===== src/rtl/agu_pkg.sv =====
package agu_pkg;
  localparam int AW    = 64;
  localparam int OFFW  = 32;
  localparam int SELW  = 3;
  localparam int NSPEC = 6;
  localparam int SCW   = 3;
  localparam int MAXSC = 4;

  typedef enum logic [1:0] {
    OP_DATA   = 2'd0,
    OP_JPTR   = 2'd1,
    OP_JREL   = 2'd2,
    OP_LEAREL = 2'd3
  } agu_op_e;

  function automatic logic [AW-1:0] sext_off(input logic [OFFW-1:0] off);
    return {{(AW-OFFW){off[OFFW-1]}}, off};
  endfunction

  function automatic logic [SCW-1:0] clamp_scale(input logic [SCW-1:0] sc);
    return (int'(sc) > MAXSC) ? SCW'(MAXSC) : sc;
  endfunction

  function automatic logic [AW-1:0] scaled_index(input logic en,
                                                 input logic [AW-1:0] idx,
                                                 input logic [SCW-1:0] sc);
    return en ? (idx << clamp_scale(sc)) : '0;
  endfunction

  function automatic logic [AW-1:0] add3(input logic [AW-1:0] a,
                                         input logic [AW-1:0] b,
                                         input logic [AW-1:0] c);
    return a + b + c;
  endfunction
endpackage


===== src/rtl/agu_basebank.sv =====
module agu_basebank
  import agu_pkg::*;
#(
  parameter int W     = AW,
  parameter int N     = NSPEC,
  parameter int SW    = SELW,
  parameter logic [N-1:0] NAR_OK = 6'b111000
) (
  input  logic          clk,
  input  logic          rst_n,
  input  logic          wr_en,
  input  logic [SW-1:0] wr_sel,
  input  logic [W-1:0]  wr_data,
  input  logic          wr_nar,
  input  logic [SW-1:0] rd_sel,
  output logic [W-1:0]  rd_val,
  output logic          rd_nar
);
  logic [W-1:0] val_q [N];
  logic [N-1:0] nar_q;

  for (genvar g = 0; g < N; g++) begin : g_reg
    localparam logic [SW-1:0] MYSEL = SW'(g + 1);
    logic hit;
    assign hit = wr_en && (wr_sel == MYSEL);
    always_ff @(posedge clk) begin
      if (!rst_n) begin
        val_q[g] <= '0;
        nar_q[g] <= NAR_OK[g];
      end else if (hit) begin
        val_q[g] <= wr_data;
        nar_q[g] <= wr_nar & NAR_OK[g];
      end
    end
  end

  always_comb begin
    rd_val = '0;
    rd_nar = 1'b1;
    for (int i = 0; i < N; i++) begin
      if (rd_sel == SW'(i + 1)) begin
        rd_val = val_q[i];
        rd_nar = nar_q[i];
      end
    end
  end
endmodule


===== src/rtl/agu_datapath.sv =====
module agu_datapath
  import agu_pkg::*;
(
  input  agu_op_e         op,
  input  logic [SELW-1:0] base_sel,
  input  logic [AW-1:0]   reg_val,
  input  logic            reg_nar,
  input  logic [AW-1:0]   ptr,
  input  logic            ptr_nar,
  input  logic [OFFW-1:0] off,
  input  logic            idx_en,
  input  logic [AW-1:0]   idx,
  input  logic            idx_nar,
  input  logic [SCW-1:0]  scale,
  input  logic [AW-1:0]   entry,
  output logic [AW-1:0]   addr,
  output logic            nar,
  output logic            access,
  output logic            xfer,
  output logic            base_nar
);
  logic [AW-1:0] base;
  logic [AW-1:0] data_sum;
  logic [AW-1:0] rel_sum;

  assign base     = (base_sel == '0) ? ptr : reg_val;
  assign base_nar = (base_sel == '0) ? ptr_nar : reg_nar;
  assign data_sum = add3(base, sext_off(off), scaled_index(idx_en, idx, scale));
  assign rel_sum  = add3(entry, sext_off(off), '0);

  always_comb begin
    unique case (op)
      OP_DATA: begin
        addr = data_sum; nar = base_nar | (idx_en & idx_nar);
        access = 1'b1; xfer = 1'b0;
      end
      OP_JPTR: begin
        addr = ptr; nar = ptr_nar; access = 1'b0; xfer = 1'b1;
      end
      OP_JREL: begin
        addr = rel_sum; nar = 1'b0; access = 1'b0; xfer = 1'b1;
      end
      default: begin
        addr = rel_sum; nar = 1'b0; access = 1'b0; xfer = 1'b0;
      end
    endcase
  end
endmodule


===== src/rtl/agu_outreg.sv =====
module agu_outreg
  import agu_pkg::*;
(
  input  logic          clk,
  input  logic          rst_n,
  input  logic          v_in,
  input  logic [AW-1:0] addr_in,
  input  logic          nar_in,
  input  logic          access_in,
  input  logic          xfer_in,
  output logic          v_out,
  output logic [AW-1:0] addr_out,
  output logic          nar_out,
  output logic          access_out,
  output logic          xfer_out
);
  always_ff @(posedge clk) begin
    if (!rst_n) begin
      v_out      <= 1'b0;
      addr_out   <= '0;
      nar_out    <= 1'b0;
      access_out <= 1'b0;
      xfer_out   <= 1'b0;
    end else begin
      v_out <= v_in;
      if (v_in) begin
        addr_out   <= addr_in;
        nar_out    <= nar_in;
        access_out <= access_in;
        xfer_out   <= xfer_in;
      end
    end
  end
endmodule


===== src/rtl/addr_gen_unit.sv =====
module addr_gen_unit
  import agu_pkg::*;
(
  input  logic            clk,
  input  logic            rst_n,
  input  logic            cfg_we,
  input  logic [SELW-1:0] cfg_sel,
  input  logic [AW-1:0]   cfg_wdata,
  input  logic            cfg_nar,
  input  logic            in_valid,
  input  logic [1:0]      in_op,
  input  logic [SELW-1:0] in_base_sel,
  input  logic [AW-1:0]   in_ptr,
  input  logic            in_ptr_nar,
  input  logic [OFFW-1:0] in_off,
  input  logic            in_idx_en,
  input  logic [AW-1:0]   in_idx,
  input  logic            in_idx_nar,
  input  logic [SCW-1:0]  in_scale,
  input  logic [AW-1:0]   in_entry,
  output logic            out_valid,
  output logic [AW-1:0]   out_addr,
  output logic            out_nar,
  output logic            out_addr_ok,
  output logic            out_access,
  output logic            out_xfer
);
  logic [AW-1:0] reg_val;
  logic          reg_nar;
  logic [AW-1:0] calc_addr;
  logic          calc_nar;
  logic          calc_access;
  logic          calc_xfer;
  logic          sel_base_nar;

  agu_basebank i_bank (
    .clk(clk), .rst_n(rst_n),
    .wr_en(cfg_we), .wr_sel(cfg_sel), .wr_data(cfg_wdata), .wr_nar(cfg_nar),
    .rd_sel(in_base_sel), .rd_val(reg_val), .rd_nar(reg_nar)
  );

  agu_datapath i_dp (
    .op(agu_op_e'(in_op)), .base_sel(in_base_sel),
    .reg_val(reg_val), .reg_nar(reg_nar),
    .ptr(in_ptr), .ptr_nar(in_ptr_nar), .off(in_off),
    .idx_en(in_idx_en), .idx(in_idx), .idx_nar(in_idx_nar), .scale(in_scale),
    .entry(in_entry),
    .addr(calc_addr), .nar(calc_nar), .access(calc_access), .xfer(calc_xfer),
    .base_nar(sel_base_nar)
  );

  agu_outreg i_out (
    .clk(clk), .rst_n(rst_n),
    .v_in(in_valid), .addr_in(calc_addr), .nar_in(calc_nar),
    .access_in(calc_access), .xfer_in(calc_xfer),
    .v_out(out_valid), .addr_out(out_addr), .nar_out(out_nar),
    .access_out(out_access), .xfer_out(out_xfer)
  );

  assign out_addr_ok = out_valid & ~out_nar;
endmodule


===== config.mk =====
export PLATFORM = sky130hd
export DESIGN_NAME = addr_gen_unit
export DESIGN_NICKNAME = d
export VERILOG_FILES = /design/src/rtl/agu_pkg.sv /design/src/rtl/agu_basebank.sv /design/src/rtl/agu_datapath.sv /design/src/rtl/agu_outreg.sv /design/src/rtl/addr_gen_unit.sv
export SDC_FILE = /design/constraint.sdc
export NUM_CORES = 1
export LEC_CHECK = 0
export BUFFER_PORTS_ARGS = -buffer_cell sky130_fd_sc_hd__buf_2
export CORE_ASPECT_RATIO = 0.6
export CORE_MARGIN = 5
export CORE_UTILIZATION = 62
export DETAILED_ROUTE_END_ITERATION = 8
export HOLD_SLACK_MARGIN = 0.12
export PLACE_DENSITY = 0.88
export SYNTH_ARGS = -nofsm -noshare
export SYNTH_HDL_FRONTEND = slang
export SYNTH_SLANG_ARGS = --single-unit

===== constraint.sdc =====
create_clock -name clk -period 19.1 [get_ports clk]
set_input_delay 1.91 -clock clk [delete_from_list [all_inputs] [get_ports clk]]
set_output_delay 1.91 -clock clk [all_outputs]
set_load 0.02 [all_outputs]

* Word level (Yosys, flattened, before mapping)
Memory sizes are Yosys's and may differ from the RTL's. Cells that the tools add are included.
Word-level totals: memories 1, output and inout bits 69, word-level logic and storage cells 92, latch bits 0, register bits after elaboration 71, bits of input ports 307, memory bits (read-only) 0, memory bits (writable) 384
Cells by class: reduce and logical (&&, ||, !) cells 9, multipliers 0, mux-type cells 45, shift-type cells 1, $lt $le $gt $ge 1, add/sub/neg operators 3, bitwise operators 10, divide/modulo/power cells 0, equal/unequal tests 14
Memory list:
- i_bank.val_q | depth 6, width 64, rd ports 6, clocked after Yosys merged registers in 0, write ports 6, line agu_basebank.sv:19 | logic [W-1:0] val_q [N];
Operators with widths (number):
- 64-bit two-way mux | 14
- 64-bit adder | 3
- 64-bit one-hot mux with 2 select lines | 1
- 64-bit by 3-bit << shifter with 64-bit output | 1
- 1-bit two-way mux | 28
- 3-bit equality test, second input constant | 6
- 3-bit by 2-bit equality test with 1-bit output, second input constant | 4
- 1-bit OR | 7
- 3-bit by 1-bit equality test with 1-bit output, second input constant | 2
- 1-bit logical AND | 6
- 3-bit greater-than comparator, second input constant | 1
- 3-bit zero test | 1
- 3-bit two-way mux | 1
- 1-bit AND | 2
- 2-bit by 1-bit equality test with 1-bit output, second input constant | 1
- 2-bit equality test, second input constant | 1
- 2-bit zero test | 1
- 1-bit one-hot mux with 2 select lines | 1
- 2-bit OR reduction | 1
- 1-bit NOT | 1

* Longest topological paths before layout
depth in word-level cells 11, mapped depth 24, depth with buffers taken out 20

* Cells and area by module
From an unflattened synthesis, not the netlist that was laid out.
Unflattened totals: cells, all modules 3351, area, all modules 33931.3 um^2
By module, submodules not included:
- agu_basebank | area each 17845.9 um^2, times used 1, cells each 1285, sequential area each 11591.1 um^2
- agu_datapath | area each 13494.2 um^2, times used 1, cells each 1847, sequential area each 0.0 um^2
- agu_outreg | area each 2577.5 um^2, times used 1, cells each 218, sequential area each 1361.3 um^2
- addr_gen_unit | area each 13.8 um^2, times used 1, cells each 1, sequential area each 0.0 um^2

* Worst setup path after synthesis
OpenSTA, ideal clock, no wires.
path kind input-to-reg, from input port cfg_we, to memory i_bank.val_q[1][100] (netlist name) (enable), setup slack 11.751 ns, required time 18.516 ns, path buffers 0, library setup time 0.584 ns, stages 2, data arrival time 6.765 ns, cell sequence nand2_1 > o31ai_1
RTL lines:
- start: declaration | line addr_gen_unit.sv:6 | input logic cfg_we,
- end: declaration | line agu_basebank.sv:19

* Final worst setup path
from input port in_base_sel[0], to register i_out.addr_out[61]
Between the ends: cells in the longest elaborated chain, start to end 11, elaborated cells between the ends (all ways) 17, classes of those cells add/sub (2); eq/ne (6); mux (8); reduce/logical (1)
RTL lines:
- start: declaration | line addr_gen_unit.sv:12 | input logic [SELW-1:0] in_base_sel,
- 3-bit by 1-bit equality test with 1-bit output | line agu_basebank.sv:41 | if (rd_sel == SW'(i + 1)) begin
- 64-bit two-way mux (6 in series) | line agu_basebank.sv:41
- 64-bit two-way mux (*) | line agu_datapath.sv:26 | assign base = (base_sel == '0) ? ptr : reg_val;
- 64-bit adder (*) (2 in series) | line agu_pkg.sv:33 | return a + b + c;
- 64-bit one-hot mux with 2 select lines (*) | line agu_datapath.sv:32 | unique case (op)
- end signal: assignment | line agu_outreg.sv:27 | addr_out <= addr_in;
- end: declaration | line agu_outreg.sv:12 | output logic [AW-1:0] addr_out,
Mark *: on every way between the ends. The rest lies on a longest branch, timed or not. A chain may end at the register's enable or synchronous reset.

==> run_results.csv <==
group,metric,value,unit
critical_path,cp_slowest_cell,"buf_4",
global_route,grt_usage,36.34,%
critical_path,critPathKind,"primary input to flip-flop",
pwr,p_leak,14.57,nW
logic_synthesis,synth.area.top_cells,"edfxtp_1 36%, and2_1 7.7%, ha_1 5.0%, dfxtp_1 4.5%, mux4_2 4.4%",
placement,place.gp.congestion,1.075,
pwr,ir_drop,0.07417,mV
floorplan,die_h,185.8,microns
finish,area_growth,12.35,%
clocking,clkTransAtPathRegs,0.07,ns
logic_synthesis,synth_top_area_share,36.10,%
detailed_routing,avgViaCountPerCell,6.655,
logic_synthesis,ys_warn_count,0,
detailed_routing,vias,27380,
critical_path,critPathLaunchType,"primary input",
finish,finalNetCount,3859,
run_status,status,"complete, no violations",
critical_path,cp.arrival,8.64,ns
critical_path,end_kind,"flip-flop",
critical_path,worstPathCellList,"buf_6 -> buf_4 -> nor2b_4 -> buf_4 -> a22oi_1 -> nor2_1 -> a221o_1 -> fa_1 -> ha_1 -> nand4_1 -> nor4_1 -> a221oi_1 -> nand2_1 -> a31o_2 -> a211oi_1 -> nor2_1 -> a311oi_1 -> o31ai_1 -> nand2_1 -> o31ai_1 -> a2bb2o_1",
clocking,numCtsBuffers,45,
global_route,grt_pass1_wl,155500,microns
timing,finalSetupTns,0,ns
logic_synthesis,synth.distinct_cells,83,
clocking,cts_htree_levels,2,
logic_synthesis,async_flop_share,0,%
finish,fin_area,35880,sq um
clocking,cts_setup_buffers,0,
critical_path,cp_data_required_time,19.57,ns
timing,hold_viol_final,0,
logic_synthesis,syn_area,31940,sq um
logic_synthesis,syn_inst,3111,
critical_path,r2r_slack,13.61,ns
floorplan,ioPinCount,376,
logic_synthesis,synth.avg_cell_area,10.27,sq um
critical_path,crit_start,"in_base_sel[0]",
critical_path,cp-endpoint,"i_out.addr_out[61]$_SDFFE_PN0P_",
logic_synthesis,synth_top_area_cell,"edfxtp_1",
logic_synthesis,synth_fp_nets,3610,
clocking,insertion_delay,0.60,ns
pwr,powerDensity,86.36,nW/um^2
hold_path,hp-class,"flip-flop to flip-flop",
detailed_routing,drcViolationCount,0,
timing,worst_pin_slew,1.138,ns
global_route,first_global_vias,25590,
run,max_cap_violations,0,
critical_path,r2r-end,"i_out.addr_out[61]$_SDFFE_PN0P_",
detailed_routing,antenna_left,0,
finish,drive_above_1_share,19.02,%
critical_path,r2r-start,"i_bank.val_q[1][0]$_SDFFCE_PN0P_",
timing,max_freq,0.1224,GHz
floorplan,dieArea,56300,sq um
timing,fin_crit,8.171,ns
floorplan,core_region_area,50930,sq um
timing,period_share,42.78,%
clocking,cts_tree,"yes",
clocking,cts_hold_buf,0,
placement,post_dp_cell_area,34330,sq um
critical_path,path_max_fanout,50,
clocking,clockBufferDepth,3,
logic_synthesis,synth_commonest_cells,"394 x and2_1, 384 x edfxtp_1, 251 x nand2_1, 195 x nor2_1, 195 x o21ai_0",
logic_synthesis,synth-edff-count,384,
critical_path,r2r_cells,17,
timing,skew,0.03233,ns
floorplan,rows,64,
timing,report.final.slew_viol_count,0,
timing,finalSetupViolCount,0,
clocking,clock_sinks,455,
global_route,grt_overflow,0,
detailed_routing,routed_wl,106300,microns
global_route,grt_max_degree,81,
floorplan,dieWidth,303.0,microns
floorplan,start_util,62.71,%
timing,slew_headroom,23.64,%
logic_synthesis,yosys_most_used_dff,"edfxtp_1",
placement,hpwl,72970,microns
detailed_routing,drtIter0Drc,3858,
detailed_routing,firstDrtPassIters,7,
logic_synthesis,synth_most_common_cell,"and2_1",
placement,dp_cells,4006,
placement,port_buffers,375,
timing,rsz0062_at_grt,"false",
logic_synthesis,ys_ff_latch,455,
logic_synthesis,synth-seq-area-share,40.55,%
detailed_routing,avgRoutedWirePerCell,25.83,microns
clocking,cts_resized,0,
critical_path,slowest_delay,0.72,ns
clocking,root_buffer,"clkbuf_16",
finish,layoutNonFillerInstCount,4114,
global_route,antenna_found_initial,33,
power by group:
group	switching, W	total, W	internal [W]	leakage (nW)
Sequential	0.0000273	0.00118	0.00115	4.30
Clock	0.000420	0.000917	0.000496	0.714
Combinational	0.000627	0.00101	0.000379	9.56
per-stage QoR:
stage	util [%]	worst slack [ns]	hold WS, ns	power, W
after floorplan	-	11.75	0.4626	0.001859
after global placement	67.41	10.82	0.4731	0.002138
after detailed placement	67.41	10.67	0.4754	0.002153
after CTS	70.33	11.27	0.4877	0.003061
after global routing	70.42	10.72	0.5167	0.003210
final	70.46	10.93	0.4942	0.003099
per-layer routing:
| metal | part of all wire [%] | global-route usage [%] | vias to the layer above |
|---|---|---|---|
| met4 | 5.9 | 19.11 | 28 |
| met2 | 44 | 54.36 | 1919 |
| met3 | 12 | 8.953 | 346 |
| li1 | - | - | 12020 |
| met5 | 0.18 | 0 | - |
| met1 | 37 | 49.60 | 13060 |
kinds of logic (layout without fill, tap and decap cells):
kind of cell | Yosys count | count (layout) | synth area share (%)
compound gates | 787 | 787 | 16.55
buf+inv | 253 | 538 | 2.989
simple gates | 1062 | 1062 | 17.26
flops | 455 | 455 | 40.55
other cells | 0 | 25 | 0
fa+ha+maj | 192 | 192 | 9.050
xor+xnor | 110 | 110 | 3.017
mux | 252 | 252 | 10.59
worst max-delay path: cells and delay by family:
kind,cells,cell delay (ns)
AO/OA/AOI/OAI,9,1.99
AND/OR/NAND/NOR,7,1.96
buffers and inverters,3,1.67
adder cells (fa/ha/maj),2,0.96
area by class of cell:
class	instances	area, sq um
antenna	25	62.56
clock buffer	61	1257
clock inverter	22	231.5
fill	3781	15050
inverter	45	168.9
multi-input combinational	2403	18180
sequential	455	12950
tap	693	867.1
timing repair buffer	410	2158
cells in the final DEF (no fill, tap or decap), types with 7 or more instances in the layout:
cell type | Yosys | final
a31o_2 | 7 | 7
a21oi_1 | 184 | 184
nor3_1 | 17 | 15
nand2_1 | 251 | 251
fa_1 | 65 | 65
nand2b_1 | 21 | 21
buf_4 | 0 | 40
a211oi_1 | 15 | 15
nand4_1 | 36 | 36
a221oi_1 | 33 | 33
a21o_1 | 68 | 68
o21ai_0 | 195 | 190
mux4_2 | 63 | 63
xor2_1 | 46 | 46
mux2_2 | 56 | 56
dfxtp_1 | 71 | 71
clkinv_1 | 1 | 9
buf_2 | 4 | 369
diode_2 | 0 | 25
a31oi_1 | 26 | 26
and2_1 | 394 | 394
inv_1 | 44 | 44
nor2_1 | 195 | 189
ha_1 | 127 | 125
edfxtp_1 | 384 | 384
a41oi_1 | 11 | 11
o21bai_1 | 18 | 18
a221o_1 | 54 | 54
xnor2_1 | 64 | 64
o211ai_1 | 21 | 21
o21a_1 | 12 | 12
clkbuf_16 | 0 | 46
a21boi_0 | 9 | 9
nor2b_1 | 82 | 79
and3_1 | 12 | 12
clkbuf_1 | 176 | 10
nand3_1 | 23 | 23
mux2i_1 | 133 | 133
a22oi_1 | 64 | 64
worst min path at each step:
stage / startpoint / to / slack [ns] / cells past startpoint
floorplan: i_bank.nar_q[4]$_SDFFE_PN1P_ / i_bank.nar_q[4]$_SDFFE_PN1P_ / 0.46 / 2
global placement: i_bank.nar_q[4]$_SDFFE_PN1P_ / i_bank.nar_q[4]$_SDFFE_PN1P_ / 0.47 / 2
detailed placement: i_bank.nar_q[4]$_SDFFE_PN1P_ / i_bank.nar_q[4]$_SDFFE_PN1P_ / 0.48 / 2
CTS: i_bank.nar_q[4]$_SDFFE_PN1P_ / i_bank.nar_q[4]$_SDFFE_PN1P_ / 0.49 / 2
global route: i_bank.nar_q[4]$_SDFFE_PN1P_ / i_bank.nar_q[4]$_SDFFE_PN1P_ / 0.52 / 2
finish: i_bank.nar_q[4]$_SDFFE_PN1P_ / i_bank.nar_q[4]$_SDFFE_PN1P_ / 0.49 / 2
registers in the layout (all words and copies together), names as in the netlist:
| register | flops |
|---|---|
| i_out.access_out | 1 |
| i_out.addr_out | 64 |
| i_bank.val_q | 384 |
| i_out.xfer_out | 1 |
| i_bank.nar_q | 3 |
| i_out.v_out | 1 |
| i_out.nar_out | 1 |
Note: power is estimated with default switching activity, not from simulation.
